[src/rtl/hlm_pkg.sv]
package hlm_pkg;

  typedef enum logic [1:0] {
    VERDICT_NONE = 2'd0,
    VERDICT_PASS = 2'd1,
    VERDICT_FAIL = 2'd2
  } verdict_e;

  // Indices of the event counters kept by the top module
  localparam int unsigned EV_PASS    = 0;
  localparam int unsigned EV_FAIL    = 1;
  localparam int unsigned EV_OVERLAP = 2;
  localparam int unsigned EV_COUNT   = 3;

endpackage

[src/rtl/hlm_edge.sv]
// Rising-edge finder for a bundle of lines; history resets high so that a
// level already present at reset release is not taken as a new edge.
module hlm_edge #(
  parameter int unsigned WIDTH = 2
) (
  input  logic             clk,
  input  logic             rst_n,
  input  logic [WIDTH-1:0] sig,
  output logic [WIDTH-1:0] rise
);

  logic [WIDTH-1:0] hist_q;

  always_ff @(posedge clk or negedge rst_n) begin
    if (!rst_n) hist_q <= '1;
    else        hist_q <= sig;
  end

  assign rise = sig & ~hist_q;

endmodule

[src/rtl/hlm_window.sv]
// Tracks one open check and judges it against the latency window.
module hlm_window
  import hlm_pkg::*;
#(
  parameter int unsigned WIN_MIN = 1,
  parameter int unsigned WIN_MAX = 3
) (
  input  logic     clk,
  input  logic     rst_n,
  input  logic     enable,
  input  logic     req_rise,
  input  logic     ack_rise,
  output verdict_e verdict,
  output logic     overlap
);

  localparam int unsigned AGE_W = (WIN_MAX < 1) ? 1 : $clog2(WIN_MAX + 1);
  localparam logic [AGE_W-1:0] AGE_MIN = AGE_W'(WIN_MIN);
  localparam logic [AGE_W-1:0] AGE_MAX = AGE_W'(WIN_MAX);

  logic             open_q;
  logic [AGE_W-1:0] age_q;  // delay that the coming edge represents

  always_comb begin
    verdict = VERDICT_NONE;
    if (enable && open_q) begin
      if (ack_rise)            verdict = (age_q >= AGE_MIN) ? VERDICT_PASS : VERDICT_FAIL;
      else if (age_q == AGE_MAX) verdict = VERDICT_FAIL;
    end
  end

  assign overlap = enable && open_q && req_rise;

  always_ff @(posedge clk or negedge rst_n) begin
    if (!rst_n) begin
      open_q <= 1'b0;
      age_q  <= '0;
    end else if (!enable) begin
      open_q <= 1'b0;
      age_q  <= '0;
    end else if (open_q) begin
      if (verdict != VERDICT_NONE) begin
        open_q <= 1'b0;
        age_q  <= '0;
      end else begin
        age_q <= age_q + 1'b1;
      end
    end else if (req_rise) begin
      open_q <= 1'b1;
      age_q  <= AGE_W'(1);
    end
  end

endmodule

[src/rtl/hlm_sat_cnt.sv]
module hlm_sat_cnt #(
  parameter int unsigned WIDTH = 16
) (
  input  logic             clk,
  input  logic             rst_n,
  input  logic             bump,
  output logic [WIDTH-1:0] value
);

  always_ff @(posedge clk or negedge rst_n) begin
    if (!rst_n)                     value <= '0;
    else if (bump && value != '1)   value <= value + 1'b1;
  end

endmodule

[src/rtl/hs_latency_mon.sv]
module hs_latency_mon
  import hlm_pkg::*;
#(
  parameter int unsigned WIN_MIN = 1,
  parameter int unsigned WIN_MAX = 3,
  parameter int unsigned CNT_W   = 16
) (
  input  logic             clk,
  input  logic             rst_n,
  input  logic             enable,
  input  logic             req,
  input  logic             ack,
  output logic             pass_pulse,
  output logic             fail_pulse,
  output logic [CNT_W-1:0] pass_count,
  output logic [CNT_W-1:0] fail_count,
  output logic [CNT_W-1:0] overlap_count
);

  logic [1:0]          rises;
  verdict_e            verdict;
  logic                overlap;
  logic [EV_COUNT-1:0] events;
  logic [CNT_W-1:0]    counts [EV_COUNT];

  hlm_edge #(.WIDTH(2)) u_edge (
    .clk  (clk),
    .rst_n(rst_n),
    .sig  ({ack, req}),
    .rise (rises)
  );

  hlm_window #(.WIN_MIN(WIN_MIN), .WIN_MAX(WIN_MAX)) u_window (
    .clk     (clk),
    .rst_n   (rst_n),
    .enable  (enable),
    .req_rise(rises[0]),
    .ack_rise(rises[1]),
    .verdict (verdict),
    .overlap (overlap)
  );

  assign events[EV_PASS]    = (verdict == VERDICT_PASS);
  assign events[EV_FAIL]    = (verdict == VERDICT_FAIL);
  assign events[EV_OVERLAP] = overlap;

  for (genvar gi = 0; gi < EV_COUNT; gi++) begin : g_cnt
    hlm_sat_cnt #(.WIDTH(CNT_W)) u_cnt (
      .clk  (clk),
      .rst_n(rst_n),
      .bump (events[gi]),
      .value(counts[gi])
    );
  end

  always_ff @(posedge clk or negedge rst_n) begin
    if (!rst_n) begin
      pass_pulse <= 1'b0;
      fail_pulse <= 1'b0;
    end else begin
      pass_pulse <= events[EV_PASS];
      fail_pulse <= events[EV_FAIL];
    end
  end

  assign pass_count    = counts[EV_PASS];
  assign fail_count    = counts[EV_FAIL];
  assign overlap_count = counts[EV_OVERLAP];

endmodule

[config.mk]
export PLATFORM = sky130hd
export DESIGN_NAME = hs_latency_mon
export DESIGN_NICKNAME = d
export VERILOG_FILES = /design/src/rtl/hlm_pkg.sv /design/src/rtl/hlm_edge.sv /design/src/rtl/hlm_window.sv /design/src/rtl/hlm_sat_cnt.sv /design/src/rtl/hs_latency_mon.sv
export SDC_FILE = /design/constraint.sdc
export NUM_CORES = 1
export LEC_CHECK = 0
export ABC_AREA = 1
export ABC_CLOCK_PERIOD_IN_PS = 2400
export BUFFER_PORTS_ARGS = -buffer_cell sky130_fd_sc_hd__buf_4
export CORE_ASPECT_RATIO = 0.5
export CORE_MARGIN = 5
export CORE_UTILIZATION = 40
export DETAILED_ROUTE_END_ITERATION = 6
export PLACE_DENSITY_LB_ADDON = 0.25
export SYNTH_ARGS = -nofsm -noshare
export SYNTH_HDL_FRONTEND = slang
export SYNTH_SLANG_ARGS = --single-unit
[constraint.sdc]
create_clock -name clk -period 2.4 [get_ports clk]
set_clock_uncertainty 0.15 [all_clocks]
set_input_delay 0.12 -clock clk [delete_from_list [all_inputs] [get_ports clk]]
set_output_delay 0.12 -clock clk [all_outputs]
set_load 0.005 [all_outputs]
==> impl_metrics.env, run 1 <==
export IMPL_required_ps=2390
export IMPL_area_growth_pct=21.04
export IMPL_clkTransAtPathRegs_ps=70
export IMPL_holdWs_ps=266.2
export IMPL_coreArea_mm2=0.008029
export IMPL_path_class="flip-flop to flip-flop"
export IMPL_num_vias=3115
export IMPL_min_period_ps=2104
export IMPL_grt_pass1_vias=2892
export IMPL_cts_sinks=55
export IMPL_post_synth_num_cell_types=23
export IMPL_drive_above_1_share_pct=14.42
export IMPL_fp_dieH_um=74.34
export IMPL_place_hpwl_um=5654
export IMPL_syn_area_per_cell_um2=6.943
export IMPL_syn_nets=487
export IMPL_die_area_mm2=0.01031
export IMPL_fmaxAchievable_ghz=0.4752
export IMPL_grt_setup_unrepaired="no"
export IMPL_insertion_delay_ps=290
export IMPL_grt_overflow=0
export IMPL_syn_area_mm2=0.003312
export IMPL_worstPathMaxFanout=18
export IMPL_fp_row_count=23
export IMPL_ys_warnings_count=0
export IMPL_die_w_um=138.7
export IMPL_start_kind="flip-flop"
export IMPL_finalSetupViolCount=0
export IMPL_max_slew_margin_rel_pct=52.42
export IMPL_grtUsageTotal_pct=15.65
export IMPL_timing_final_crit_share_pct=87.68
export IMPL_seqCellArea_mm2=0.001379
export IMPL_final_util_pct=49.93
export IMPL_wl_per_cell_um=11.78
export IMPL_initial_core_util_pct=41.25
export IMPL_final_cells=653
export IMPL_antenna_found_initial=0
export IMPL_multi_input_area_mm2=0.001728
export IMPL_dp_cells=641
export IMPL_drcViolationCount=0
export IMPL_cts_tree="done"
export IMPL_worst_hold_path_type="input port to asynchronous set/reset pin"
export IMPL_vdd_drop_max_mv=0.2925
export IMPL_place_congestion=0.8322
export IMPL_io_buffers=54
export IMPL_end_kind="flip-flop"
export IMPL_drtIter0Drc=127
export IMPL_ys_ff_latch=55
export IMPL_antennaDiodeCount=0
export IMPL_slew_violations=0
export IMPL_drv_cap=0
export IMPL_ant_nets=0
export IMPL_io_pins=55
export IMPL_setup_tns_ps=0
export IMPL_worst_slew_pin_slew_ps=713.8
export IMPL_firstDrtPassIters=4
export IMPL_hold_viol_final=0
export IMPL_grt_max_degree=56
export IMPL_cts_max_level=2
export IMPL_layout_nets=550
export IMPL_status="finished, final reports clean"
export IMPL_fillers=806
export IMPL_cts_resized=0
export IMPL_cts_buffers=5
export IMPL_p_per_area_mw_per_mm2=588.2
export IMPL_routed_wl_um=7693
export IMPL_via_per_inst=4.770
export IMPL_p_leak_nw=1.951
export IMPL_cts_root_buf="clkbuf_16"
export IMPL_clk_path_buf_depth=2
export IMPL_crit_arrival_ps=2090
export IMPL_syn_inst=477
export IMPL_grt_first_pass_wirelength_um=13350
export IMPL_synth_seq_area_share_pct=41.63
-- Yosys cell counts --
master | count | share of area [%]
nand3b_1 | 3 | 0.68
o21ai_2 | 2 | 0.53
dfrtp_1 | 53 | 40
clkinv_1 | 1 | 0.11
o21ai_1 | 6 | 0.91
nor2_2 | 2 | 0.38
nand4_1 | 14 | 2.6
xnor2_1 | 7 | 1.9
a21oi_1 | 1 | 0.15
inv_1 | 39 | 4.4
nor2_4 | 3 | 1.0
nand2_1 | 215 | 24
nand2_4 | 1 | 0.34
o21ai_0 | 20 | 3.0
nand3_1 | 28 | 4.2
xor2_1 | 11 | 2.9
buf_2 | 2 | 0.30
o21ai_4 | 1 | 0.49
nor2_1 | 53 | 6.0
nand2_2 | 4 | 0.76
dfstp_2 | 2 | 1.6
buf_6 | 4 | 1.4
ha_1 | 5 | 1.9
-- through the flow --
stage / total power, W / instance area, um2 / setup slack [ps]
floorplan: 0.001415 / 3312 / 679.8
global placement: 0.001658 / 3832 / 384.0
detailed placement: 0.001672 / 3832 / 315.4
CTS: 0.002397 / 4009 / 275.1
global route: 0.002524 / 4009 / 63.58
finish: 0.002358 / 4009 / 295.8
-- cells by family after synthesis --
family | count (synthesis) | synth area share, %
compound gates | 30 | 5.100
xor+xnor | 18 | 4.760
fa+ha+maj | 5 | 1.889
buf+inv | 46 | 6.195
flops | 55 | 41.63
simple gates | 323 | 40.42
-- what timing repair did --
item | 4_1_cts | 5_1_grt
endpoints found under the hold margin | 57 | 0
hold buffers | 4 | 0
buffers inserted | 0 | 0
-- worst max-delay path, cell delays in order (launching register included) --
cell and delay (ps):
dfrtp_1 440, ha_1 300, inv_1 120, nor2_4 60, nand2_2 100, nor2_1 60
nor2_2 540, o21ai_0 180
-- cells in the final DEF, fill, tap and decap left out, drive strengths merged, types with 5 or more instances in the layout --
cell,instances
clkbuf,8
buf,58
xnor2,7
xor2,11
nand2,220
ha,5
o21ai,29
nand3,28
dfrtp,53
nor2,58
nand4,14
inv,39
-- cell type report --
type | instances | area share [%]
inverter | 40 | 3.745
sequential | 55 | 34.39
tap | 112 | 3.496
timing repair buffer | 62 | 11.86
multi-input combinational | 376 | 43.10
clock buffer | 8 | 3.402
-- power by group --
group / switching, W / internal (W)
Sequential: 0.000145 / 0.00103
Clock: 0.000317 / 0.000389
Combinational: 0.000237 / 0.000237
-- layer usage --
layer / GRT usage (%) / wire [um] / vias to the layer above
li1: - / - / 1623
met1: 20.18 / 3693 / 1446
met2: 27.38 / 3603 / 42
met3: 4.110 / 358 / 4
met4: 3.145 / 38 / 0
met5: 0 / 0 / -
-- registers in the layout (all words and copies together) (netlist names) --
| signal | cells |
|---|---|
| u_window.age_q | 2 |
| fail_pulse | 1 |
| u_window.open_q | 1 |
| u_edge.hist_q | 2 |
| pass_pulse | 1 |
| g_cnt.u_cnt.value | 48 |
-- final timing paths --
path,cells after the start,slack [ps],startpoint,to
max,7,300,g_cnt[1].u_cnt.value[0]$_DFFE_PN0P_,g_cnt[1].u_cnt.value[6]$_DFFE_PN0P_
min,2,270,rst_n,g_cnt[0].u_cnt.value[4]$_DFFE_PN0P_
max reg2reg,7,300,g_cnt[1].u_cnt.value[0]$_DFFE_PN0P_,g_cnt[1].u_cnt.value[6]$_DFFE_PN0P_
min reg2reg,1,400,g_cnt[2].u_cnt.value[8]$_DFFE_PN0P_,g_cnt[2].u_cnt.value[8]$_DFFE_PN0P_
max in group asynchronous,2,1340,rst_n,g_cnt[2].u_cnt.value[11]$_DFFE_PN0P_
min in group clk,2,340,req,u_edge.hist_q[0]$_DFF_PN1_
No activity file was read; power rests on OpenSTA's default activity.
==> run 2, diff against run 1 <==
CTS_BUF_LIST = sky130_fd_sc_hd__clkbuf_4 sky130_fd_sc_hd__clkbuf_8   (was not set)
==> run 2 against run 1 <==
Non-clock buffer count unchanged; fmax increased by 1.0%; utilization decreased by 0.56 points; critical path depth unchanged; critical endpoint unchanged; highest routed layer unchanged.
==> impl_metrics.env, run 2 (synthesis results as in run 1) <==
export IMPL_worst_hold_path_type="input port to asynchronous set/reset pin"
export IMPL_p_sw_share_pct=31.08
export IMPL_cp_buffers_inverters=1
export IMPL_cp_slowest_stage_delay_ps=520
export IMPL_path_class="flip-flop to flip-flop"
export IMPL_min_period_ps=2083
export IMPL_drv_cap=0
export IMPL_initial_core_util_pct=41.25
export IMPL_grt_setup_unrepaired="no"
export IMPL_drive_above_1_share_pct=14.97
export IMPL_ff2ff_setup_slack_ps=320
export IMPL_start_kind="flip-flop"
export IMPL_area_growth_pct=19.68
export IMPL_clk_path_buf_depth=2
export IMPL_switching_power_w=0.0006810
export IMPL_grt_pass1_vias=2892
export IMPL_io_pins=55
export IMPL_die_w_um=138.7
export IMPL_place_hpwl_um=5654
export IMPL_fp_dieH_um=74.34
export IMPL_path_cells="ha_1 > inv_1 > nor2_4 > nand2_2 > nor2_1 > nor2_2 > o21ai_0"
export IMPL_place_congestion=0.8322
export IMPL_antenna_found_initial=0
export IMPL_largest_register="g_cnt.u_cnt.value"
export IMPL_num_vias=3122
export IMPL_coreArea_mm2=0.008029
export IMPL_cts_buffers=5
export IMPL_post_cts_buffers=0
export IMPL_p_int_w=0.001510
export IMPL_insertion_delay_ps=310
export IMPL_p_per_area_mw_per_mm2=552.8
export IMPL_p_total_w=0.002191
export IMPL_pwr_share_clk_pct=24.6
export IMPL_final_common_cell="nand2_1"
export IMPL_vdd_drop_max_mv=0.2642
export IMPL_max_slew_margin_rel_pct=52.47
export IMPL_ctsHoldBuffers=4
export IMPL_end_kind="flip-flop"
export IMPL_worstPathMaxFanout=18
export IMPL_cts_sinks=55
export IMPL_routed_wl_um=7735
export IMPL_cts_max_level=2
export IMPL_comb_power_share_pct=21.7
export IMPL_layout_common_cells="215 x nand2_1, 58 x buf_4, 53 x nor2_1, 53 x dfrtp_1, 39 x inv_1"
export IMPL_io_buffers=54
export IMPL_setup_tns_ps=0
export IMPL_drtIter0Drc=139
export IMPL_cts_root_buf="clkbuf_8"
export IMPL_final_util_pct=49.37
export IMPL_clkTransAtPathRegs_ps=100
export IMPL_drcViolationCount=0
export IMPL_status="finished, final reports clean"
export IMPL_required_ps=2420
export IMPL_cts_resized=0
export IMPL_cts_tree="done"
export IMPL_grt_max_degree=56
export IMPL_finalSetupViolCount=0
export IMPL_fmaxAchievable_ghz=0.4802
export IMPL_fp_row_count=23
export IMPL_largestRegisters="g_cnt.u_cnt.value x48, u_edge.hist_q x2, u_window.age_q x2"
export IMPL_grt_first_pass_wirelength_um=13370
export IMPL_largest_reg_flops=48
export IMPL_die_area_mm2=0.01031
export IMPL_grt_overflow=0
export IMPL_ant_nets=0
export IMPL_grtUsageTotal_pct=15.74
export IMPL_via_per_inst=4.781
export IMPL_layout_nets=550
export IMPL_slew_violations=0
export IMPL_crit_arrival_ps=2100
export IMPL_path_delay_family="simple AND/OR/NAND/NOR gates"
export IMPL_critical_path_slowest_cell="nor2_2"
export IMPL_timing_final_crit_share_pct=86.78
export IMPL_worst_slew_pin_slew_ps=713.0
export IMPL_antennaDiodeCount=0
export IMPL_firstDrtPassIters=4
export IMPL_hold_viol_final=0
export IMPL_seqPwrFrac_pct=53.8
export IMPL_p_leak_nw=1.936
export IMPL_wl_per_cell_um=11.85
run 2: cell count changes in the layout (fill, tap and decap cells not counted):
cell | before | now
clkbuf_16 | 5 | 0
clkbuf_8 | 0 | 5
clkbuf_1 | 3 | 0
clkbuf_4 | 0 | 3
run 2: path summary, 6_finish.rpt:
check / startpoint / endpoint / cells after the start
max in group asynchronous: rst_n / g_cnt[2].u_cnt.value[11]$_DFFE_PN0P_ / 2
worst max-delay path: g_cnt[1].u_cnt.value[0]$_DFFE_PN0P_ / g_cnt[1].u_cnt.value[6]$_DFFE_PN0P_ / 7
worst max register to register: g_cnt[1].u_cnt.value[0]$_DFFE_PN0P_ / g_cnt[1].u_cnt.value[6]$_DFFE_PN0P_ / 7
worst min-delay path: rst_n / g_cnt[0].u_cnt.value[3]$_DFFE_PN0P_ / 2
min in group clk: req / u_edge.hist_q[0]$_DFF_PN1_ / 2
worst min register to register: g_cnt[2].u_cnt.value[8]$_DFFE_PN0P_ / g_cnt[2].u_cnt.value[8]$_DFFE_PN0P_ / 1
run 2: layout make-up:
| cell class | count | area [um2] |
|---|---|---|
| inverters | 40 | 150.1 |
| fillers | 812 | 4065 |
| repair buffers | 62 | 475.5 |
| flip-flops and latches | 55 | 1379 |
| clock buffers | 8 | 91.34 |
| well taps | 112 | 140.1 |
| multi-input cells | 376 | 1728 |
run 2: power groups by stage:
stage | Clock (W) | Combinational [W] | Sequential, W
global route | 0.000604 | 0.000546 | 0.00120
detailed placement | 0 | 0.000475 | 0.00120
finish | 0.000538 | 0.000475 | 0.00118
floorplan | 0 | 0.000244 | 0.00117
global placement | 0 | 0.000468 | 0.00119
CTS | 0.000570 | 0.000484 | 0.00118
run 2: worst reg2reg max path, stage by stage, from the launching register on:
cell and delay (ps):
dfrtp_1 450, ha_1 300, inv_1 120, nor2_4 60, nand2_2 100, nor2_1 60
nor2_2 520, o21ai_0 180
run 2: metal layers:
| layer | wire (um) | track usage (%) | up-vias |
|---|---|---|---|
| li1 | - | - | 1619 |
| met1 | 3757 | 19.98 | 1447 |
| met2 | 3553 | 27.65 | 46 |
| met3 | 342 | 4.110 | 10 |
| met4 | 81 | 3.796 | 0 |
| met5 | 0 | 0 | - |
run 2: per-stage QoR:
stage | instances | area [um2] | setup WS (ps) | hold slack, ps
after floorplan | 477 | 3312 | 679.8 | -325.6
after global placement | 641 | 3832 | 384.0 | 71.15
after detailed placement | 641 | 3832 | 315.4 | 73.50
after CTS | 653 | 3964 | 290.4 | 263.9
after global routing | 653 | 3964 | 79.25 | 306.2
final | 653 | 3964 | 317.4 | 253.5
==> run 3, diff against run 2 <==
GPL_TIMING_DRIVEN = 0   (was not set)
==> run 3 against run 2 <==
Global-route usage rose by 0.069 points; design area rose by 0.25%; die area did not move; critical path depth rose by 1; sequential share of layout area fell by 0.088 points; setup slack improved by 110 ps; critical path type unchanged.
==> impl_metrics.env, run 3 (synthesis results as in run 1) <==
export IMPL_drtIter0Drc=100
export IMPL_layout_nets=552
export IMPL_crit_arrival_ps=2070
export IMPL_cts_max_level=2
export IMPL_status="finished, final reports clean"
export IMPL_antennaDiodeCount=0
export IMPL_largest_register="g_cnt.u_cnt.value"
export IMPL_hold_viol_final=0
export IMPL_timing_final_crit_share_pct=82.27
export IMPL_routed_wl_um=7610
export IMPL_drcViolationCount=0
export IMPL_insertion_delay_ps=310
export IMPL_max_slew_margin_rel_pct=52.79
export IMPL_seqPwrFrac_pct=54.7
export IMPL_grt_pass1_vias=2943
export IMPL_die_area_mm2=0.01031
export IMPL_grt_first_pass_wirelength_um=13410
export IMPL_largest_reg_flops=48
export IMPL_p_leak_nw=1.942
export IMPL_cts_buffers=5
export IMPL_start_kind="flip-flop"
export IMPL_final_common_cell="nand2_1"
export IMPL_cts_resized=0
export IMPL_fmaxAchievable_ghz=0.5065
export IMPL_p_per_area_mw_per_mm2=539.0
export IMPL_clk_path_buf_depth=2
export IMPL_layout_common_cells="215 x nand2_1, 54 x buf_4, 53 x nor2_1, 53 x dfrtp_1, 39 x inv_1"
export IMPL_grt_overflow=0
export IMPL_initial_core_util_pct=41.25
export IMPL_p_int_w=0.001476
export IMPL_num_vias=3074
export IMPL_worstPathMaxFanout=10
export IMPL_clkTransAtPathRegs_ps=100
export IMPL_cts_sinks=55
export IMPL_top_usage_layer="met2"
export IMPL_min_period_ps=1974
export IMPL_required_ps=2500
export IMPL_fp_dieH_um=74.34
export IMPL_path_class="flip-flop to flip-flop"
export IMPL_cts_root_buf="clkbuf_8"
export IMPL_die_w_um=138.7
export IMPL_vdd_drop_max_mv=0.2163
export IMPL_drive_above_1_share_pct=14.97
export IMPL_cts_tree="done"
export IMPL_area_growth_pct=19.98
export IMPL_worst_slew_pin_slew_ps=708.1
export IMPL_fp_row_count=23
export IMPL_p_sw_share_pct=31.10
export IMPL_final_util_pct=49.49
export IMPL_grtUsageMet2_pct=28.19
export IMPL_fillers=807
export IMPL_use_met3_pct=4.303
export IMPL_antenna_found_initial=0
export IMPL_place_hpwl_um=5662
export IMPL_via_per_inst=4.708
export IMPL_worst_hold_path_type="input port to asynchronous set/reset pin"
export IMPL_pwr_share_clk_pct=23.3
export IMPL_coreArea_mm2=0.008029
export IMPL_drv_cap=0
export IMPL_io_buffers=54
export IMPL_finalSetupViolCount=0
export IMPL_grt_max_degree=56
export IMPL_grt_use_met1_pct=19.56
export IMPL_switching_power_w=0.0006662
export IMPL_place_congestion=0.8817
export IMPL_grtUsageTotal_pct=15.81
export IMPL_io_pins=55
export IMPL_slew_violations=0
export IMPL_end_kind="flip-flop"
export IMPL_ant_nets=0
export IMPL_grt_setup_unrepaired="no"
export IMPL_wl_per_cell_um=11.65
export IMPL_comb_power_share_pct=22.0
export IMPL_largestRegisters="g_cnt.u_cnt.value x48, u_edge.hist_q x2, u_window.age_q x2"
export IMPL_firstDrtPassIters=4
export IMPL_setup_tns_ps=0
==> run 3: cell count changes in the layout (fill, tap and decap cells not counted), sizes merged <==
cell	previous run	this run
buf	58	60
clkbuf	8	6
==> run 3: final timing paths <==
path / startpoint / to / slack, ps / depth (start not counted)
setup / recovery: g_cnt[1].u_cnt.value[0]$_DFFE_PN0P_ / g_cnt[1].u_cnt.value[4]$_DFFE_PN0P_ / 430 / 8
hold / removal: rst_n / g_cnt[0].u_cnt.value[4]$_DFFE_PN0P_ / 240 / 2
setup reg to reg: g_cnt[1].u_cnt.value[0]$_DFFE_PN0P_ / g_cnt[1].u_cnt.value[4]$_DFFE_PN0P_ / 430 / 8
hold reg to reg: g_cnt[2].u_cnt.value[8]$_DFFE_PN0P_ / g_cnt[2].u_cnt.value[8]$_DFFE_PN0P_ / 390 / 1
max in group asynchronous: rst_n / g_cnt[2].u_cnt.value[3]$_DFFE_PN0P_ / 1380 / 2
min in group clk: req / u_edge.hist_q[0]$_DFF_PN1_ / 320 / 2
==> run 3: through the flow <==
step / instance area, um2 / instances / hold slack (ps) / setup WS (ps) / total power (W)
after global routing: 3974 / 653 / 307.2 / 247.0 / 0.002318
after CTS: 3974 / 653 / 268.2 / 425.1 / 0.002190
after floorplan: 3312 / 477 / -325.6 / 679.8 / 0.001415
after detailed placement: 3857 / 643 / 79.26 / 441.5 / 0.001667
final: 3974 / 653 / 242.5 / 425.6 / 0.002142
after global placement: 3857 / 643 / 74.27 / 458.4 / 0.001656
==> run 3: timing repair <==
action,CTS,global route
buffers inserted,0,0
setup endpoints to repair,0,0
hold endpoints to repair,60,0
hold buffers,4,0
==> run 3: layer usage <==
metal / vias to the layer above / wire (um) / share of wire, %
li1: 1623 / - / -
met1: 1398 / 3687 / 48
met2: 46 / 3513 / 46
met3: 7 / 343 / 4.5
met4: 0 / 65 / 0.85
met5: - / 0 / 0
==> run 3: worst max-delay path, cell delays in order, from the launching register on <==
cell     delay (ps)
dfrtp_1         460
ha_1            330
inv_1           110
nor2_4          180
nand2_2         100
o21ai_2         270
buf_6           190
nand2_1          60
nand2_1          60
==> run 3: area by class of cell <==
| cell class | instances | area (um2) | area share [%] |
|---|---|---|---|
| multi-input combinational | 376 | 1728 | 43.48 |
| sequential | 55 | 1379 | 34.70 |
| timing repair buffer | 58 | 445.4 | 11.21 |
| inverter | 40 | 150.1 | 3.778 |
| tap | 112 | 140.1 | 3.526 |
| clock buffer | 6 | 76.32 | 1.921 |
| buffer | 6 | 55.05 | 1.385 |
==> run 3: power groups by stage <==
| stage | clock network [W] | registers (W) | logic (W) |
|---|---|---|---|
| final | 0.000499 | 0.00117 | 0.000472 |
| after global routing | 0.000574 | 0.00119 | 0.000550 |
| after CTS | 0.000534 | 0.00117 | 0.000482 |
| after detailed placement | 0 | 0.00119 | 0.000475 |
| after global placement | 0 | 0.00119 | 0.000467 |
| after floorplan | 0 | 0.00117 | 0.000244 |
